### src/rtl/mul_early_term.sv
module mul_early_term #(
  parameter int W = 32
) (
  input  logic                          clk,
  input  logic                          rst_n,
  input  logic                          start,
  input  logic [W-1:0]                  op_a,
  input  logic [W-1:0]                  op_b,
  input  logic [W-1:0]                  op_c,
  input  logic                          acc_en,
  output logic                          busy,
  output logic                          done,
  output logic [W-1:0]                  result,
  output logic [$clog2(W/2+1)-1:0]      step_count
);
  localparam int CAP = W / 2;
  localparam int CW  = $clog2(CAP + 1);

  logic [W-1:0]  sum_q, mcand_q, mplier_q;
  logic [CW-1:0] step_q;
  logic          run_q, done_q;

  wire           accept     = start && !run_q;
  wire [W-1:0]   seed       = acc_en ? op_c : '0;
  wire [W-1:0]   first_sum  = seed + (op_b[0] ? op_a : '0);
  wire [W-1:0]   first_rest = op_b >> 1;

  wire           last_step  = (step_q == CW'(CAP - 1));
  wire [W-1:0]   pp0        = mplier_q[0] ? mcand_q : '0;
  wire [W-1:0]   pp1        = mplier_q[1] ? (mcand_q << 1) : '0;
  wire [W-1:0]   pp2        = (last_step && mplier_q[2]) ? (mcand_q << 2) : '0;
  wire [W-1:0]   step_sum   = sum_q + pp0 + pp1 + pp2;
  wire [W-1:0]   step_rest  = mplier_q >> 2;

  always_ff @(posedge clk or negedge rst_n) begin
    if (!rst_n) begin
      sum_q    <= '0;
      mcand_q  <= '0;
      mplier_q <= '0;
      step_q   <= '0;
      run_q    <= 1'b0;
      done_q   <= 1'b0;
    end else begin
      done_q <= 1'b0;
      if (accept) begin
        sum_q    <= first_sum;
        mcand_q  <= op_a << 1;
        mplier_q <= first_rest;
        step_q   <= CW'(1);
        if (first_rest == '0) done_q <= 1'b1;
        else                  run_q  <= 1'b1;
      end else if (run_q) begin
        sum_q    <= step_sum;
        mcand_q  <= mcand_q << 2;
        mplier_q <= step_rest;
        step_q   <= step_q + CW'(1);
        if (step_rest == '0 || last_step) begin
          run_q  <= 1'b0;
          done_q <= 1'b1;
        end
      end
    end
  end

  assign busy       = run_q;
  assign done       = done_q;
  assign result     = sum_q;
  assign step_count = step_q;

  a_r5_cap_bound: assert property (@(posedge clk) disable iff (!rst_n)
    done |-> (step_count != '0 && step_count <= CW'(CAP)));

  a_r4_done_idle: assert property (@(posedge clk) disable iff (!rst_n)
    done |-> !busy);

  a_r6_busy_ends_in_done: assert property (@(posedge clk) disable iff (!rst_n)
    $fell(busy) |-> done);

  a_r3_short_op_one_cycle: assert property (@(posedge clk) disable iff (!rst_n)
    (done && !$past(busy)) |-> step_count == CW'(1));

  a_r7_start_ignored: assert property (@(posedge clk) disable iff (!rst_n)
    (busy && start) |=> step_count == $past(step_count) + CW'(1));

  a_r8_hold_when_idle: assert property (@(posedge clk) disable iff (!rst_n)
    (!busy && !done && !$past(start)) |-> ($stable(result) && $stable(step_count)));
endmodule

### config.mk
export PLATFORM = sky130hd
export DESIGN_NAME = mul_early_term
export DESIGN_NICKNAME = d
export VERILOG_FILES = /design/src/rtl/mul_early_term.sv
export SDC_FILE = /design/constraint.sdc
export NUM_CORES = 1
export LEC_CHECK = 0
export BUFFER_PORTS_ARGS = -buffer_cell sky130_fd_sc_hd__buf_4
export CORE_MARGIN = 2
export CORE_UTILIZATION = 55
export DETAILED_ROUTE_END_ITERATION = 6
export MAX_ROUTING_LAYER = met4
export PLACE_DENSITY = 0.77
export SYNTH_ARGS = -nofsm -noshare
export SYNTH_HDL_FRONTEND = slang
export SYNTH_SLANG_ARGS = --single-unit
### constraint.sdc
create_clock -name clk -period 7.3 [get_ports clk]
set_clock_uncertainty 0.15 [all_clocks]
set_input_delay 1.095 -clock clk [delete_from_list [all_inputs] [get_ports clk]]
set_output_delay 1.095 -clock clk [all_outputs]
set_load 0.05 [all_outputs]
# Word-level counts from Yosys, hierarchy flattened
# Index checks and enable logic that the tools add are counted.
[totals]
output_inout_bits = 39
in_bits = 100
reg_bits = 103
[op_classes]
n_reduce_logical = 7
mux = 21
n_eq_ne = 2
n_addsub = 5
[op_table]
columns = ["operator", "n"]
rows = [
  ["$mux 32", 11],
  ["$add 32x32->32", 4],
  ["$logic_not 32->1", 2],
  ["$mux 5", 2],
  ["$mux 1", 8],
  ["$add 5x1->5 const B", 1],
  ["$eq 5x4->1 const B", 1],
  ["$logic_and 1x1->1", 2],
  ["$ne 2x2->1 const B", 1],
  ["$reduce_bool 2->1", 1],
  ["$logic_not 1->1", 1],
  ["$logic_or 1x1->1", 1],
]

# Logic depth before layout (Yosys ltp)
# Gate-level depths: netlist of run 1.
[logic_depth]
ltp_word = 6
ltp_mapped = 19
ltp_nobuf = 18

# Least setup slack after synthesis of run 1
# No wires, ideal clock.
[synth_path]
path_kind = "register to register"
start = "register step_q[0] (netlist: step_count[0])"
end = "register sum_q[30] (netlist: result[30])"
path_stages_with_launch = 20
arrival_time_ps = 4623
t_required_ps = 7024
period_less_slack_ps = 4899
n_path_buf = 2
slack_ps = 2401
path_cell_list = "dfrtp_1 > ha_1 > and3_1 > ha_1 > and2_1 > clkbuf_1 > clkbuf_1 > nand2_1 > fa_1 > inv_1 > ha_1 > nand4_1 > a211oi_1 > o21ai_0 > nor3b_2 > o211a_1 > o41ai_1 > a41oi_1 > xnor2_1 > a221o_1"
[synth_between]
elab_chain_len = 6
[synth_lines]
columns = ["item", "line_no", "source"]
rows = [
  ["start: declaration", "20", "logic [CW-1:0] step_q;"],
  ["start signal: assignment", "56", "step_q <= step_q + CW'(1);"],
  ["$eq 5x4->1", "28", "wire last_step = (step_q == CW'(CAP - 1));"],
  ["$logic_and 1x1->1", "31", "wire [W-1:0] pp2 = (last_step && mplier_q[2]) ? (mcand_q << 2) : '0;"],
  ["$mux 32", "31", ""],
  ["$add 32x32->32", "32", "wire [W-1:0] step_sum = sum_q + pp0 + pp1 + pp2;"],
  ["$mux 32", "52", "end else if (run_q) begin"],
  ["$mux 32", "45", "if (accept) begin"],
  ["end signal: assignment", "46", "sum_q <= first_sum;"],
  ["end signal: assignment", "53", "sum_q <= step_sum;"],
  ["end: declaration", "19", "logic [W-1:0] sum_q, mcand_q, mplier_q;"],
]
# Every way passes these cells. The select of a mux whose other input is x is not followed.
# A chain may end at the register's enable or synchronous reset.

# Worst setup path after layout of run 1
# Same ends and word-level chain as after synthesis.

==> out/metrics.yaml, run 1 <==
drv_cap: 0
critical_path_class: "reg -> reg"
drtIter0Drc: 792
mappedNetlistArea_um2: 9890
dp_cells: 1506
drc: 0
syn_to_final_growth_pct: 15.1
dr.pass1.iters: 5
post_cts_resized: 0
gp_congestion: 0.955
p_leak_nw: 5.64
cts_tree: "done"
synth_edf_count: 0
period_share_pct: 72.2
fp.dieW_um: 138
critPathLaunchType: "flop"
vdd_ir_drop_max_uv: 286
cp_cell_sequence: "ha_1 > and3_1 > ha_1 > and2_1 > buf_4 > nand2_1 > fa_1 > inv_1 > ha_1 > nand4_1 > a211oi_1 > o21ai_0 > nor3b_2 > o211a_1 > o41ai_1 > a41oi_1 > xnor2_1 > a221o_1"
cts_made_buffers: 9
synth_ff_type: "dfrtp_1"
start_util_pct: 55.6
die_h_um: 138
relSlewSlack_pct: 32.2
drive_above_1_share_pct: 13.3
powerDensity_nw_per_um2: 358
reg2reg_setup_slack_ps: 2030
worst_pin_slew_ps: 1020
cts.clk_slew.worst_paths_ps: 80
grt.total_usage_pct: 29.3
synth.distinct_cells: 61
synth_area_leaders: "dfrtp_1 (26%), fa_1 (12%), mux2i_1 (8.0%), ha_1 (8.0%), nand2_1 (7.7%)"
crit_family: "compound AO/OA/AOI/OAI gates"
outcome: "complete, no violations"
place_area_um2: 11100
port_buffers: 138
setup_viol: 0
clk_latency_ps: 360
h-tree-depth: 3
ys_seq_area_share_pct: 25.6
wl_per_cell_um: 17.6
num-fill-cells: 1534
crit_arrival_ps: 5370
cts_buffer_depth: 2
crit_required_ps: 7390
grt-ovfl-total: 0
slew_viol_final: 0
yosysTopAreaCell: "dfrtp_1"
wirelength_um: 26800
dieArea_um2: 19100
cts_post_setup_buffers_inserted: 0
synth_nets: 1405
final_util_pct: 64.0
ys_ff_latch: 101
vias: 8882
cp_max_fo: 21
cts-root-buf: "clkbuf_16"
fin_setup_tns_ps: 0
cts_sinks: 101
viasPerCell: 5.84
nets: 1510
grt_pass1_vias: 8868
antenna_found_initial: 0
finalCriticalPeriod_ps: 5270
critical-path-max-stage-delay_ps: 560
grt_max_degree: 101
num_rows: 49
core_um2: 17800
crit_slowest_cell: "o41ai_1"
yosys_warnings: 0
grt_setup_unrepaired: "false"
netlist.area_leader.share_pct: 25.6
instances_no_fill: 1522
fmax_mhz: 190
postRouteAntennaNets: 0
grt_pass1_wl_um: 44700
boundaryPins: 139
avgSynthCellArea_um2: 8.36
dp_hpwl_um: 20000
critical_path_buf_inv_count: 2
hold_viol: 0
diodes: 0
hold_path.class: "reg -> reg"
hold_buffers: 0
end_kind: "flop"
async_reset_ff_share_pct: 100
path_common_cell: "ha_1"
synth_cells: 1183
stdcell_area_um2: 11400
==> where the power goes <==
group | total, W | internal, W | switching (W)
logic | 0.00244 | 0.000918 | 0.00152
registers | 0.00114 | 0.000805 | 0.000333
clock network | 0.000497 | 0.000258 | 0.000239
==> metal layers <==
metal  GRT usage [%]  vias to the layer above  share of wire [%]
met5               -                        -                  0
met4            5.42                        0                1.2
met1            40.9                     4313                 46
met3            4.40                       30                6.2
li1                -                     4247                  -
met2            46.1                      292                 47
==> synth_stat cells (all sizes together) (5+ instances only) <==
| cell | count |
|---|---|
| dfrtp | 101 |
| xnor2 | 32 |
| nor2 | 47 |
| and2 | 70 |
| a31oi | 5 |
| inv | 101 |
| nand3 | 13 |
| nor3 | 12 |
| a21oi | 60 |
| and3 | 6 |
| nor4 | 13 |
| nand2 | 204 |
| ha | 63 |
| fa | 59 |
| nand2b | 9 |
| a21o | 23 |
| nor2b | 6 |
| mux2i | 79 |
| o211a | 5 |
| o21ai | 116 |
| or3 | 6 |
| xor2 | 20 |
| nand4 | 11 |
| clkbuf | 41 |
| buf | 10 |
| a211oi | 15 |
| o211ai | 7 |
==> cells by family after synthesis <==
kind of cell	share of synthesized area [%]
AND/OR/NAND/NOR	19.4
AO/OA/AOI/OAI	16.8
buffers and inverters	5.77
adder cells (fa/ha/maj)	19.9
flip-flops	25.6
multiplexers	7.99
XOR/XNOR	4.60
==> tightest hold or removal path, cell delays in order (launching register included) <==
cell,delay (ps)
dfrtp_1,350
nand2_1,60
nand2_1,60
==> final timing paths <==
path / start / end / cells after the start
min in group asynchronous: rst_n / step_count[3] / 1
min: result[0] / result[0] / 2
min reg2reg: result[0] / result[0] / 2
max in group asynchronous: rst_n / busy / 2
max: step_count[0] / result[30] / 18
max reg2reg: step_count[0] / result[30] / 18
==> per-stage QoR <==
stage,setup slack [ps],power (W),hold WS [ps]
after CTS,2110,0.00407,346
after global routing,1790,0.00442,403
after global placement,2350,0.00348,319
after detailed placement,2190,0.00355,327
after floorplan,2400,0.00284,321
final,2030,0.00408,344
==> area by class of cell <==
cell class                 instances  area (um2)  area share, %
clock inverter                     5        48.8          0.429
timing repair buffer             145        1090           9.57
inverter                         101         379           3.33
clock buffer                      11         253           2.22
multi-input combinational        930        6790           59.7
sequential                       101        2530           22.2
tap                              229         287           2.52
==> state kept, by name (all words and copies together) (netlist names) <==
signal / count
mplier_q: 31
result: 32
step_count: 5
done: 1
busy: 1
mcand_q: 31
==> cell usage in the layout, fill, tap and decap left out, types with 4 or more instances in the layout <==
| master | count |
|---|---|
| and3_1 | 6 |
| o21ai_0 | 113 |
| o211a_1 | 5 |
| a21oi_1 | 60 |
| ha_1 | 63 |
| fa_1 | 59 |
| and2_1 | 70 |
| a211oi_1 | 15 |
| xor2_1 | 20 |
| nor2b_1 | 6 |
| a31oi_1 | 4 |
| a21o_1 | 23 |
| xnor2_1 | 32 |
| mux2i_1 | 79 |
| nor3_1 | 12 |
| nand2_1 | 204 |
| inv_1 | 101 |
| nand2b_1 | 9 |
| nand3_1 | 13 |
| o211ai_1 | 6 |
| nand4_1 | 11 |
| or3_1 | 6 |
| dfrtp_1 | 100 |
| clkbuf_16 | 9 |
| buf_4 | 145 |
| nor4_1 | 13 |
| nor2_1 | 47 |
Power figures use the tool's default switching activity.
==> run 2: changes to the inputs <==
--- a/config.mk
+++ b/config.mk
@@ -7,10 +7,10 @@
 export LEC_CHECK = 0
 export BUFFER_PORTS_ARGS = -buffer_cell sky130_fd_sc_hd__buf_4
 export CORE_MARGIN = 2
-export CORE_UTILIZATION = 55
+export CORE_UTILIZATION = 54
 export DETAILED_ROUTE_END_ITERATION = 6
 export MAX_ROUTING_LAYER = met4
-export PLACE_DENSITY = 0.77
+export PLACE_DENSITY = 0.79
 export SYNTH_ARGS = -nofsm -noshare
 export SYNTH_HDL_FRONTEND = slang
 export SYNTH_SLANG_ARGS = --single-unit
==> constraint.sdc (replaced) <==
create_clock -name clk -period 4.6 [get_ports clk]
set_clock_uncertainty 0.15 [all_clocks]
set_input_delay 0.69 -clock clk [delete_from_list [all_inputs] [get_ports clk]]
set_output_delay 0.69 -clock clk [all_outputs]
set_load 0.05 [all_outputs]
==> run 2 against run 1 <==
  * Fmax grew 19%
  * Sequential share of layout area shrank 0.44 points
  * First-iteration DRC count shrank 21%
  * Via count grew 2.5%
  * Global-route usage grew 0.091 points
  * Critical path type unchanged
  * Largest cell class unchanged
  * Highest routed layer unchanged
==> out/metrics.yaml, run 2 (synthesis gave the netlist of run 1 again) <==
outcome: "complete, no violations"
hold_viol: 0  # unchanged
grt-ovfl-total: 0  # unchanged
critPathLaunchType: "flop"
fin_hold_ws_ps: 292  # -52.0 ps
vias: 9106  # +2.5%
dp_cells: 1518  # +0.80%
end_kind: "flop"
drv_cap: 0  # unchanged
critical_path_class: "reg -> reg"
worst_pin_slew_ps: 978  # -39.7 ps
fp.dieW_um: 139  # +0.89%
dp_hpwl_um: 20700  # +3.7%
die_h_um: 139  # +0.89%
drc: 0  # unchanged
wl_per_cell_um: 17.7  # +0.55%
crit_required_ps: 4700  # -2690 ps
postRouteAntennaNets: 0  # unchanged
nets: 1523  # +0.86%
path_common_cell: "ha_1"
critical_path_buf_inv_count: 1  # -1
cts_tree: "done"
period_share_pct: 96.2  # +24 points
crit_family: "adder cells"
wirelength_um: 27200  # +1.4%
start_util_pct: 55.1  # -0.57 points
powerDensity_nw_per_um2: 574  # +60%
cts_sinks: 101  # unchanged
num_rows: 49  # unchanged
slew_viol_final: 0  # unchanged
hold_buffers: 0  # unchanged
largest_reg_flops: 32  # unchanged
final_cell_mix: "nand2_1 (204), buf_4 (156), o21ai_0 (112)"
clk_latency_ps: 360  # about the same
relSlewSlack_pct: 34.8  # +2.6 points
fin_setup_tns_ps: 0  # unchanged
grt_pass1_wl_um: 45100  # +0.94%
cts-root-buf: "clkbuf_16"
total_power_w: 0.00667  # +64%
grt_max_degree: 98  # -3.0%
grt_pass1_vias: 8930  # +0.70%
cp_max_fo: 4  # -81%
cts.clk_slew.worst_paths_ps: 80  # about the same
final_common_cell: "nand2_1"
h-tree-depth: 3  # unchanged
syn_to_final_growth_pct: 17.5
fmax_mhz: 226  # +19%
critical-path-max-stage-delay_ps: 540  # -20 ps
gp_congestion: 0.958  # +0.34%
viasPerCell: 5.93  # +1.7%
crit_arrival_ps: 4530  # -840 ps
grt.total_usage_pct: 29.3  # +0.091 points
finalCriticalPeriod_ps: 4420  # -850 ps
antenna_found_initial: 0  # unchanged
boundaryPins: 139  # unchanged
dr.pass1.iters: 5  # unchanged
cp_cell_sequence: "ha_1 > and3_1 > ha_4 > and2_2 > nand2_1 > fa_1 > inv_1 > ha_1 > fa_2 > a211oi_2 > o21ai_2 > o211ai_1 > nand3_1 > a31oi_4 > o31a_1 > o21bai_1 > mux2i_1 > a221o_1"
vdd_ir_drop_max_uv: 372  # +30%
diodes: 0  # unchanged
instances_no_fill: 1535  # +0.85%
p_leak_nw: 5.72  # +1.5%
cts_made_buffers: 9  # unchanged
cts_buffer_depth: 2  # unchanged
core_um2: 18000  # +1.0%
reg2reg_setup_slack_ps: 180  # -1850 ps
hold_path.class: "in -> async"
crit_slowest_cell: "fa_1"
dieArea_um2: 19400  # +1.8%
setup_viol: 0  # unchanged
port_buffers: 138  # unchanged
grt_setup_unrepaired: "false"
drtIter0Drc: 626  # -21%
drive_above_1_share_pct: 15.3  # +2.0 points
==> run 2: what timing repair did <==
action                                  CTS  global route
cloned                                    0             0
pin swaps                                 1             8
gates resized for setup                   5            14
buffers inserted                          0             1
endpoints found under the setup margin    5            10
==> run 2: final timing paths <==
path                                      to  depth (start not counted)          start
worst max-delay path              result[29]                         18  step_count[1]
worst min-delay path            mplier_q[23]                          1          rst_n
worst max register to register    result[29]                         18  step_count[1]
worst min register to register     result[0]                          2      result[0]
max in group asynchronous         result[19]                          2          rst_n
min in group clk                   result[0]                          2      result[0]
==> run 2: power breakdown <==
group / switching, W / leakage, nW / internal (W)
logic: 0.00252 / 4.27 / 0.00153
registers: 0.000499 / 1.30 / 0.00128
clock network: 0.000407 / 0.160 / 0.000443
==> run 2: through the flow <==
stage	setup WS, ps	area [um2]	util [%]
final	176	11600	64.7
after detailed placement	-114	11200	62.3
after global routing	22.3	11600	64.7
after CTS	12.3	11500	64.2
after floorplan	36.0	9900	-
after global placement	72.1	11200	62.3
==> run 2: metal layers <==
| layer | global-route usage (%) | share of wire (%) |
|---|---|---|
| met5 | - | 0 |
| met4 | 12.4 | 3.9 |
| met3 | 5.13 | 6.4 |
| met2 | 44.4 | 46 |
| met1 | 39.1 | 44 |
==> run 2: final cells by class <==
type,count,area [um2]
Multi-Input combinational cell,930,6880
Sequential cell,101,2530
Timing Repair Buffer,158,1210
Clock inverter,7,103
Tap cell,229,287
Clock buffer,9,225
Inverter,101,379
Fill cell,1528,6340
==> run 3: changes to the inputs <==
--- a/config.mk
+++ b/config.mk
@@ -5,9 +5,10 @@
 export SDC_FILE = /design/constraint.sdc
 export NUM_CORES = 1
 export LEC_CHECK = 0
+export ABC_AREA = 1
 export BUFFER_PORTS_ARGS = -buffer_cell sky130_fd_sc_hd__buf_4
 export CORE_MARGIN = 2
-export CORE_UTILIZATION = 54
+export CORE_UTILIZATION = 55
 export DETAILED_ROUTE_END_ITERATION = 6
 export MAX_ROUTING_LAYER = met4
 export PLACE_DENSITY = 0.79
==> run 3 against run 2 <==
  * Count of clock-buffer cells in the layout up 1
  * Cell count up 41%
  * Design area up 10%
  * Non-clock buffer count down 10
  * Critical path type unchanged
  * Critical endpoint is now result[13]
==> out/metrics.yaml, run 3 <==
finalCriticalPeriod_ps: 4140  # -286 ps
synth_ff_type: "dfrtp_1"
fin_setup_tns_ps: 0  # unchanged
largest_reg_flops: 32  # unchanged
ys_seq_area_share_pct: 22.4  # -3.1 points
cts_made_buffers: 9  # unchanged
h-tree-depth: 3  # unchanged
p_leak_nw: 7.38  # +29%
cts_post_setup_buffers_inserted: 0  # unchanged
num_rows: 52  # +6.1%
drive_above_1_share_pct: 11.4  # -3.9 points
ys_ff_latch: 101  # unchanged
hold_path.class: "in -> async"
start_util_pct: 55.9  # +0.81 points
timing.final.ws_setup_ps: 462  # +286 ps
grt.total_usage_pct: 33.6  # +4.2 points
wirelength_um: 34400  # +26%
cts-root-buf: "clkbuf_16"
antenna_found_initial: 0  # unchanged
synth_cells: 1781  # +51%
synthTopCellsByCount: "nand2_1 (672), inv_1 (376), dfrtp_1 (101)"
outcome: "complete, no violations"
post-place-ws_ps: 586  # +700 ps
viasPerCell: 5.37  # -9.5%
drv_cap: 0  # unchanged
final_common_cell: "nand2_1"
synth_edf_count: 0  # unchanged
crit_arrival_ps: 4280  # -250 ps
crit_family: "adder cells"
yosys_warnings: 0  # unchanged
boundaryPins: 139  # unchanged
wl_per_cell_um: 15.9  # -10%
synth.distinct_cells: 43  # -30%
path_common_cell: "nand2_1"
cp_cell_sequence: "ha_1 > nand2_1 > nor2_1 > ha_1 > nand2_1 > inv_2 > nand2_1 > fa_1 > inv_1 > ha_1 > fa_1 > nand3_1 > nand3_2 > nand2_1 > nand2_1 > nand2_1 > nand2_1 > o21ai_0 > o21ai_0 > a21oi_1"
hold_buffers: 0  # unchanged
critical_path_class: "reg -> reg"
yosysTopAreaCell: "dfrtp_1"
postRouteAntennaNets: 0  # unchanged
vias: 11600  # +28%
fp.dieW_um: 147  # +5.6%
grt_setup_unrepaired: "false"
powerDensity_nw_per_um2: 513  # -11%
async_reset_ff_share_pct: 100  # unchanged
fmax_mhz: 242  # +6.9%
grt_pass1_wl_um: 55800  # +24%
critical-path-max-stage-delay_ps: 540  # about the same
cp_max_fo: 5  # +1
core_um2: 20200  # +12%
cts.clk_slew.worst_paths_ps: 80  # about the same
end_kind: "flop"
grt-ovfl-total: 0  # unchanged
gp_congestion: 0.962  # +0.43%
crit_required_ps: 4740  # +40 ps
cts_sinks: 101  # unchanged
cts_tree: "done"
relSlewSlack_pct: 35.2  # +0.41 points
yosysMostFrequentCell: "nand2_1"
worst_pin_slew_ps: 971  # -6.16 ps
period_share_pct: 90.0  # -6.2 points
cts_buffer_depth: 2  # unchanged
netlist.area_leader.share_pct: 22.4  # -3.1 points
dieArea_um2: 21600  # +12%
crit_slowest_cell: "fa_1"
vdd_ir_drop_max_uv: 287  # -23%
critical_path_buf_inv_count: 2  # +1
critPathLaunchType: "flop"
dr.pass1.iters: 6  # +1
die_h_um: 147  # +5.6%
avgSynthCellArea_um2: 6.33  # -24%
grt_pass1_vias: 11000  # +24%
post_cts_resized: 0  # -5
clk_latency_ps: 370  # about the same
hold_viol: 0  # unchanged
diodes: 0  # unchanged
synth_area_leaders: "dfrtp_1 (22%), nand2_1 (22%), inv_1 (13%), fa_1 (10%), ha_1 (7.0%)"
nets: 2115  # +39%
slew_viol_final: 0  # unchanged
drc: 0  # unchanged
grt_max_degree: 85  # -13%
port_buffers: 138  # unchanged
dp_hpwl_um: 27600  # +33%
final_cell_mix: "nand2_1 (672), inv_1 (376), buf_4 (148)"
synth_nets: 2003  # +43%
fin_hold_ws_ps: 302  # +10.8 ps
setup_viol: 0  # unchanged
mappedNetlistArea_um2: 11300  # +14%
drtIter0Drc: 865  # +38%
syn_to_final_growth_pct: 13.8
## run 3: cell types whose count changed in the layout (fill, tap and decap cells not counted), moves of 28 or more
cell	change
xnor2_1	-28
inv_1	+275
mux2i_1	-79
nand3_1	+77
o221ai_1	+30
and2_1	-67
o21ai_0	-82
nor2_1	+45
nand2_1	+468
## run 3: final timing paths
check	to	from	slack (ps)	cells after the start
setup / recovery	result[13]	step_count[1]	460	20
hold / removal	mplier_q[11]	rst_n	300	1
setup reg to reg	result[13]	step_count[1]	460	20
hold reg to reg	result[0]	result[0]	330	2
max in group asynchronous	mcand_q[25]	rst_n	2990	2
min in group clk	result[0]	result[0]	330	2
## run 3: cell type report
class / instances / area [um2]
Clock buffer: 10 / 229
Clock inverter: 6 / 62.6
Fill cell: 1955 / 7350
Inverter: 382 / 1430
Multi-Input combinational cell: 1251 / 7120
Sequential cell: 101 / 2530
Tap cell: 270 / 338
Timing Repair Buffer: 148 / 1110
## run 3: cell families after synthesis
group	Yosys count	synth area share, %
simple gates	945	34.9
buf+inv	429	14.5
compound gates	177	10.1
fa+ha+maj	122	17.5
flops	101	22.4
xor+xnor	7	0.544
## run 3: metrics by stage
step                utilization [%]  std cells  instance area, um2  power [W]
floorplan                         -       1781               11300    0.00449
global placement               62.1       2152               12500    0.00564
detailed placement             62.1       2152               12500    0.00574
CTS                            63.6       2168               12800    0.00654
global route                   63.6       2168               12800    0.00711
finish                         63.6       2168               12800    0.00658
## run 3: power by group
part / switching (W) / internal (W) / total (W)
clock: 0.000401 / 0.000385 / 0.000786
combinational: 0.00279 / 0.00140 / 0.00419
sequential: 0.000372 / 0.00124 / 0.00161
total: 0.00356 / 0.00302 / 0.00658
## run 3: routing by layer
| metal | global-route usage [%] | share of wire [%] |
|---|---|---|
| met5 | - | 0 |
| met4 | 10.5 | 2.8 |
| met3 | 5.06 | 8.1 |
| met2 | 50.5 | 44 |
| met1 | 47.1 | 45 |
